$ cat config.mk
export PLATFORM = sky130hd
export DESIGN_NAME = branch_cond_unit
export DESIGN_NICKNAME = d
export VERILOG_FILES = /design/src/rtl/bcc_pkg.sv /design/src/rtl/bcc_subtractor.sv /design/src/rtl/bcc_eq_detect.sv /design/src/rtl/bcc_decide.sv /design/src/rtl/branch_cond_unit.sv
export SDC_FILE = /design/constraint.sdc
export NUM_CORES = 1
export LEC_CHECK = 0
export CELL_PAD_IN_SITES_DETAIL_PLACEMENT = 1
export CELL_PAD_IN_SITES_GLOBAL_PLACEMENT = 1
export CORE_MARGIN = 4
export CORE_UTILIZATION = 49
export DETAILED_ROUTE_END_ITERATION = 12
export DONT_BUFFER_PORTS = 1
export GPL_ROUTABILITY_DRIVEN = 1
export GPL_TIMING_DRIVEN = 0
export HOLD_SLACK_MARGIN = 0.06
export PLACE_DENSITY = 0.83
export SLEW_MARGIN = 20
export SYNTH_ARGS = -nofsm -noshare
export SYNTH_HDL_FRONTEND = slang
export SYNTH_SLANG_ARGS = --single-unit
export TNS_END_PERCENT = 10
$ cat constraint.sdc
create_clock -name clk_i -period 0.8 [get_ports clk_i]
set_input_delay 0.16 -clock clk_i [delete_from_list [all_inputs] [get_ports clk_i]]
set_output_delay 0.16 -clock clk_i [all_outputs]
set_load 0.02 [all_outputs]
$ cat src/rtl/bcc_pkg.sv
package bcc_pkg;
  typedef enum logic [2:0] {
    BR_EQ   = 3'b000,
    BR_NE   = 3'b001,
    BR_RSV2 = 3'b010,
    BR_RSV3 = 3'b011,
    BR_LT   = 3'b100,
    BR_GE   = 3'b101,
    BR_LTU  = 3'b110,
    BR_GEU  = 3'b111
  } br_type_e;

  typedef struct packed {
    logic zero;
    logic borrow;
    logic ovf;
    logic slt;
  } cmp_flags_t;
endpackage

$ cat src/rtl/bcc_subtractor.sv
module bcc_subtractor #(
  parameter int WIDTH = 32
) (
  input  logic [WIDTH-1:0]   a_i,
  input  logic [WIDTH-1:0]   b_i,
  output bcc_pkg::cmp_flags_t flags_o,
  output logic [WIDTH-1:0]   diff_o
);
  localparam int LW = WIDTH - 1;

  logic [LW:0]  low_sum;   // bit LW is carry into MSB
  logic         c_msb_in;
  logic         c_msb_out;
  logic         a_msb, nb_msb;

  assign low_sum   = {1'b0, a_i[LW-1:0]} + {1'b0, ~b_i[LW-1:0]} + {{LW{1'b0}}, 1'b1};
  assign c_msb_in  = low_sum[LW];
  assign a_msb     = a_i[LW];
  assign nb_msb    = ~b_i[LW];
  assign c_msb_out = (a_msb & nb_msb) | (a_msb & c_msb_in) | (nb_msb & c_msb_in);
  assign diff_o    = {a_msb ^ nb_msb ^ c_msb_in, low_sum[LW-1:0]};

  assign flags_o.zero   = ~|diff_o;
  assign flags_o.borrow = ~c_msb_out;
  assign flags_o.ovf    = c_msb_in ^ c_msb_out;
  assign flags_o.slt    = flags_o.ovf ^ diff_o[LW];
endmodule

$ cat src/rtl/bcc_eq_detect.sv
module bcc_eq_detect #(
  parameter int WIDTH = 32
) (
  input  logic [WIDTH-1:0] a_i,
  input  logic [WIDTH-1:0] b_i,
  output logic             eq_o,
  output logic             slt_wide_o
);
  logic [WIDTH:0] wide_diff;

  assign eq_o       = ~|(a_i ^ b_i);
  assign wide_diff  = {a_i[WIDTH-1], a_i} - {b_i[WIDTH-1], b_i};
  assign slt_wide_o = wide_diff[WIDTH];
endmodule

$ cat src/rtl/bcc_decide.sv
module bcc_decide
  import bcc_pkg::*;
(
  input  logic       valid_i,
  input  logic [2:0] br_type_i,
  input  cmp_flags_t flags_i,
  output logic       taken_o,
  output logic       illegal_o
);
  br_type_e br_type;
  logic     cond;
  logic     rsv;

  assign br_type = br_type_e'(br_type_i);

  always_comb begin
    cond = 1'b0;
    rsv  = 1'b0;
    unique case (br_type)
      BR_EQ:   cond = flags_i.zero;
      BR_NE:   cond = ~flags_i.zero;
      BR_LT:   cond = flags_i.slt;
      BR_GE:   cond = ~flags_i.slt;
      BR_LTU:  cond = flags_i.borrow;
      BR_GEU:  cond = ~flags_i.borrow;
      default: rsv  = 1'b1;
    endcase
  end

  assign taken_o   = valid_i & cond;
  assign illegal_o = valid_i & rsv;
endmodule

$ cat src/rtl/branch_cond_unit.sv
module branch_cond_unit
  import bcc_pkg::*;
#(
  parameter int WIDTH   = 32,
  parameter bit REG_OUT = 1'b1
) (
  input  logic             clk_i,
  input  logic             rst_ni,
  input  logic             valid_i,
  input  logic [WIDTH-1:0] op_a_i,
  input  logic [WIDTH-1:0] op_b_i,
  input  logic [2:0]       br_type_i,
  output logic             taken_o,
  output logic             illegal_o,
  output logic             zero_o,
  output logic             borrow_o,
  output logic             ovf_o,
  output logic             slt_o
);
  cmp_flags_t       flags_c;
  logic [WIDTH-1:0] diff_c;
  logic             eq_xor_c, slt_wide_c;
  logic             taken_c, illegal_c;

  bcc_subtractor #(.WIDTH(WIDTH)) u_sub (
    .a_i(op_a_i), .b_i(op_b_i), .flags_o(flags_c), .diff_o(diff_c)
  );

  bcc_eq_detect #(.WIDTH(WIDTH)) u_eq (
    .a_i(op_a_i), .b_i(op_b_i), .eq_o(eq_xor_c), .slt_wide_o(slt_wide_c)
  );

  bcc_decide u_dec (
    .valid_i(valid_i), .br_type_i(br_type_i), .flags_i(flags_c),
    .taken_o(taken_c), .illegal_o(illegal_c)
  );

  if (REG_OUT) begin : g_reg
    always_ff @(posedge clk_i or negedge rst_ni) begin
      if (!rst_ni) begin
        taken_o   <= 1'b0;
        illegal_o <= 1'b0;
        zero_o    <= 1'b0;
        borrow_o  <= 1'b0;
        ovf_o     <= 1'b0;
        slt_o     <= 1'b0;
      end else begin
        taken_o   <= taken_c;
        illegal_o <= illegal_c;
        zero_o    <= flags_c.zero;
        borrow_o  <= flags_c.borrow;
        ovf_o     <= flags_c.ovf;
        slt_o     <= flags_c.slt;
      end
    end

    a_r10_idle_next: assert property (@(posedge clk_i) disable iff (!rst_ni)
      !valid_i |=> (!taken_o && !illegal_o));
  end else begin : g_comb
    assign taken_o   = taken_c;
    assign illegal_o = illegal_c;
    assign zero_o    = flags_c.zero;
    assign borrow_o  = flags_c.borrow;
    assign ovf_o     = flags_c.ovf;
    assign slt_o     = flags_c.slt;
  end

  a_r1_eq_taken: assert property (@(posedge clk_i) disable iff (!rst_ni)
    (valid_i && br_type_i == 3'b000) |-> (taken_c == (op_a_i == op_b_i)));
  a_r2_borrow: assert property (@(posedge clk_i) disable iff (!rst_ni)
    flags_c.borrow == (op_a_i < op_b_i));
  a_r6_slt_wide: assert property (@(posedge clk_i) disable iff (!rst_ni)
    flags_c.slt == slt_wide_c);
  a_r7_eq_xor: assert property (@(posedge clk_i) disable iff (!rst_ni)
    eq_xor_c == flags_c.zero);
  a_r8_illegal_not_taken: assert property (@(posedge clk_i) disable iff (!rst_ni)
    illegal_c |-> !taken_c);
  a_r9_idle: assert property (@(posedge clk_i) disable iff (!rst_ni)
    !valid_i |-> (!taken_c && !illegal_c));
  a_r4_ovf: assert property (@(posedge clk_i) disable iff (!rst_ni)
    flags_c.ovf == ((op_a_i[WIDTH-1] != op_b_i[WIDTH-1]) &&
                    (diff_c[WIDTH-1] != op_a_i[WIDTH-1])));
endmodule

==> results of run 1 <==
[per-layer routing]
metal | overflow | GRT usage [%]
met3 | 1 | 48.3
met1 | 0 | 70.0
met5 | 0 | 0.833
met4 | 55 | 92.2
met2 | 86 | 97.6
[logic make-up after synthesis]
logic type               Yosys count  share of synthesized area, %
buffers and inverters             57                          8.90
multiplexers                       4                          1.52
AND/OR/NAND/NOR                  141                          28.1
XOR/XNOR                          13                          4.33
AO/OA/AOI/OAI                    130                          34.4
flip-flops                         6                          5.71
adder cells (fa/ha/maj)           34                          17.0
[metrics by stage]
step                      std cells  worst slack (ns)  setup TNS (ns)  hold slack (ns)  cell area, um^2
after global placement          455             -4.42          -14.93           -0.135             2760
after floorplan                 385             -3.66          -12.32           -0.136             2670
after detailed placement        455             -4.50          -15.36           -0.136             2760
after CTS                       517             -3.87          -12.99           0.0638             3470
[timing repair]
action / CTS
hold buffers: 3
hold endpoints to repair: 7
resized for setup: 48
pin swaps: 28
endpoints found under the setup margin: 11
buffers inserted: 57
==> flow_metrics.tcl, run 1 <==
set metrics [dict create \
    status "aborted with a tool error" \
    flow.stopped_at "global routing" \
    error "[ERROR GRT-0232] Routing congestion too high. Check the congestion heatmap in the GUI." \
    grt_max_degree 11 \
    ioPinCount 76 \
    yosys.area.top_type "ha_1" \
    async_flop_share_pct 100 \
    syn_nets 489 \
    ys_top_cells_by_count "inv_1, nor2_1, ha_1" \
    syn_inst 385 \
    grt.overflow.total 142 \
    endpoint_type "sequential cell input" \
    rows 26 \
    syn_avg_cell_area_um2 6.83 \
    synth_edf_count 0 \
    syn-cell-area_mm2 0.00263 \
    ys_ff_latch 6 \
    grt_usage_pct 74.4 \
    fp.dieH_um 81.3 \
    synth_area_leaders "ha_1, inv_1, dfrtp_1" \
    ys.flop_type "dfrtp_1" \
    die_w_um 81.3 \
    clockBufferDepth 2 \
    crit_endpoint "taken_o$_DFF_PN0_/D" \
    yosysSeqAreaShare_pct 5.71 \
    cts_buffers 3 \
    start_util_pct 51.2 \
    ys_warn_count 0 \
    io_buffers 0 \
    htreeDepth 1 \
    cts.sinks 6 \
    place_congestion 0.891 \
    synth_top_area_share_pct 14.7 \
    yosysMostFrequentCell "inv_1" \
    cts_root_buf "clkbuf_8" \
    yosysUniqueCellTypes 68 \
    dpl.hpwl_um 6980 \
]
==> run 2: changes to the inputs <==
--- a/config.mk
+++ b/config.mk
@@ -5,16 +5,13 @@
 export SDC_FILE = /design/constraint.sdc
 export NUM_CORES = 1
 export LEC_CHECK = 0
-export CELL_PAD_IN_SITES_DETAIL_PLACEMENT = 1
-export CELL_PAD_IN_SITES_GLOBAL_PLACEMENT = 1
 export CORE_MARGIN = 4
-export CORE_UTILIZATION = 49
+export CORE_UTILIZATION = 35
 export DETAILED_ROUTE_END_ITERATION = 12
 export DONT_BUFFER_PORTS = 1
 export GPL_ROUTABILITY_DRIVEN = 1
 export GPL_TIMING_DRIVEN = 0
-export HOLD_SLACK_MARGIN = 0.06
-export PLACE_DENSITY = 0.83
+export PLACE_DENSITY_LB_ADDON = 0.15
 export SLEW_MARGIN = 20
 export SYNTH_ARGS = -nofsm -noshare
 export SYNTH_HDL_FRONTEND = slang
==> flow_metrics.tcl, run 2 <==
set metrics [dict create \
    p_leak_nw 1.61 \
    fmax_ghz 0.213 \
    crit_type "primary input to flip-flop" \
    ys_top_cells_by_count "inv_1, nor2_1, ha_1" \
    drcViolationCount 0 \
    grt.overflow.total 0 \
    crit_path_start_kind "primary input" \
    cts_buffers 3 \
    antenna_cells 0 \
    ir_drop_mv 0.410 \
    finalMaxSlewViolations 0 \
    num_vias 3230 \
    grt_first_pass_wirelength_um 14900 \
    vias_per_cell 5.83 \
    ioPinCount 76 \
    wire_per_inst_um 16.7 \
    slew_headroom_pct 30.4 \
    first_iter_violations 230 \
    grt_usage_pct 20.3 \
    ys_ff_latch 6 \
    cpMostUsedCell "buf_4" \
    period_share_pct 586 \
    critPathArrivalTime_ns 4.80 \
    status "finished, violations left" \
    async_flop_share_pct 100 \
    cts_root_buf "clkbuf_8" \
    layout_commonest_cell "buf_4" \
    firstDrtPassIters 5 \
    syn_to_final_growth_pct 40.9 \
    powerDensity_mw_per_mm2 990 \
    yosysSeqAreaShare_pct 5.71 \
    rows 31 \
    grt_pass1_vias 3203 \
    fillers 731 \
    cp-end-kind "flip-flop" \
    synth_area_leaders "ha_1, inv_1, dfrtp_1" \
    grt_max_degree 11 \
    layout-drive-gt1-share_pct 32.3 \
    min_path_cells 2 \
    yosys.area.top_type "ha_1" \
    grt_antenna_before_repair 0 \
    intPower_mw 1.95 \
    fin_crit_ns 4.69 \
    rsz0062_at_grt "true" \
    syn_inst 385 \
    cts_tree "built" \
    die_w_um 94.7 \
    fp.dieH_um 94.7 \
    setup_tns_ns -12.65 \
    synth_edf_count 0 \
    ant_nets 0 \
    violations "setup timing" \
    htreeDepth 1 \
    hold_start "br_type_i[1]" \
    cts.sinks 6 \
    dpl.hpwl_um 6500 \
    final_nets 561 \
    start_util_pct 36.1 \
    tightest_slew_ns 1.03 \
    place_congestion 0.870 \
    io_buffers 0 \
    cpPeakStageDelay_ns 0.28 \
    cap_violations 0 \
    ys.flop_type "dfrtp_1" \
    die_area_mm2 0.00897 \
    fin_ws_ns -3.89 \
    syn_nets 489 \
    p_total_mw 3.67 \
    path_max_fanout 3 \
    hold_class "primary input to flip-flop" \
    final_cell_mix "buf_4, inv_1, nor2_1, a21oi_1, nand2_1" \
    syn-cell-area_mm2 0.00263 \
    slowest_stage "a32o_2" \
    setup_viol 11 \
    core_region_area_mm2 0.00729 \
    clockBufferDepth 2 \
    routed_wl_um 9250 \
    path_clk_slew_ns 0.04 \
    crit_required_ns 0.91 \
    seqPwrFrac_pct 10.7 \
    p_clk_share_pct 12.3 \
    hold_viol_final 0 \
    yosysMostFrequentCell "inv_1" \
    hold_end "illegal_o$_DFF_PN0_" \
    switchingPower_mw 1.71 \
    holdWs_ns 0.0446 \
    ys_warn_count 0 \
    swShare_pct 46.8 \
    yosysUniqueCellTypes 68 \
    p_comb_share_pct 76.9 \
    syn_avg_cell_area_um2 6.83 \
    synth_top_area_share_pct 14.7 \
]
run 2: cell counts after synthesis:
No cell type changed its count.
run 2: power by group through the flow:
stage | Sequential, mW | Combinational, mW | Clock [mW]
finish | 0.393 | 2.82 | 0.453
detailed placement | 0.395 | 2.10 | 0
CTS | 0.391 | 2.58 | 0.453
global placement | 0.394 | 2.10 | 0
floorplan | 0.391 | 1.66 | 0
global route | 0.397 | 3.11 | 0.477
run 2: stage by stage:
step | cells | setup slack, ns | util [%] | instance area (um^2)
floorplan | 385 | -3.66 | - | 2670
global placement | 484 | -4.48 | 38.3 | 2790
detailed placement | 484 | -4.43 | 38.3 | 2790
CTS | 547 | -3.81 | 48.2 | 3520
global route | 554 | -4.05 | 50.8 | 3700
finish | 554 | -3.89 | 50.8 | 3700
run 2: how the worst max path moves through the flow:
| stage | start | end | slack [ns] | cells after the start |
|---|---|---|---|---|
| 2_1_floorplan | op_b_i[3] | taken_o$_DFF_PN0_ | -3.66 | 23 |
| 5_1_grt | op_b_i[17] | taken_o$_DFF_PN0_ | -4.05 | 24 |
| 6_report | op_b_i[17] | taken_o$_DFF_PN0_ | -3.89 | 36 |
| 3_5_place_dp | op_b_i[3] | zero_o$_DFF_PN0_ | -4.43 | 23 |
| 4_1_cts | op_b_i[1] | taken_o$_DFF_PN0_ | -3.81 | 23 |
| 3_3_place_gp | op_b_i[3] | zero_o$_DFF_PN0_ | -4.48 | 23 |
run 2: cell type report:
type	count	area (um^2)	share of cell area, %
Timing Repair Buffer	70	531	14.3
Tap cell	99	124	3.34
Clock buffer	3	41.3	1.11
Inverter	41	176	4.76
Multi-Input combinational cell	322	2570	69.5
Sequential cell	6	151	4.09
Buffer	13	108	2.90
run 2: cells by family after synthesis:
kind of cell | Yosys count | share of synthesized area (%)
AO/OA/AOI/OAI | 130 | 34.4
multiplexers | 4 | 1.52
AND/OR/NAND/NOR | 141 | 28.1
XOR/XNOR | 13 | 4.33
flip-flops | 6 | 5.71
buffers and inverters | 57 | 8.90
adder cells (fa/ha/maj) | 34 | 17.0
run 2: critical path, delay by kind of cell:
family	cells	cell delay, ns
AND/OR/NAND/NOR	4	0.46
buffers and inverters	27	3.21
AO/OA/AOI/OAI	3	0.54
multiplexers	1	0.19
adder cells (fa/ha/maj)	1	0.25
run 2: metal layers:
metal	vias to the layer above	part of all wire, %	global-route usage [%]
li1	1577	-	-
met1	1508	46	27.5
met2	127	47	33.9
met3	18	5.1	2.15
met4	0	2.3	6.13
met5	-	0	0
run 2: repair_timing:
action | 4_1_cts | 5_1_grt
hold buffers | 2 | 0
buffers inserted | 59 | 9
pin swaps | 28 | 25
resized for setup | 46 | 31
setup endpoints to repair | 11 | 11
endpoints found under the hold margin | 7 | 0
(Power assumes the default switching activity.)
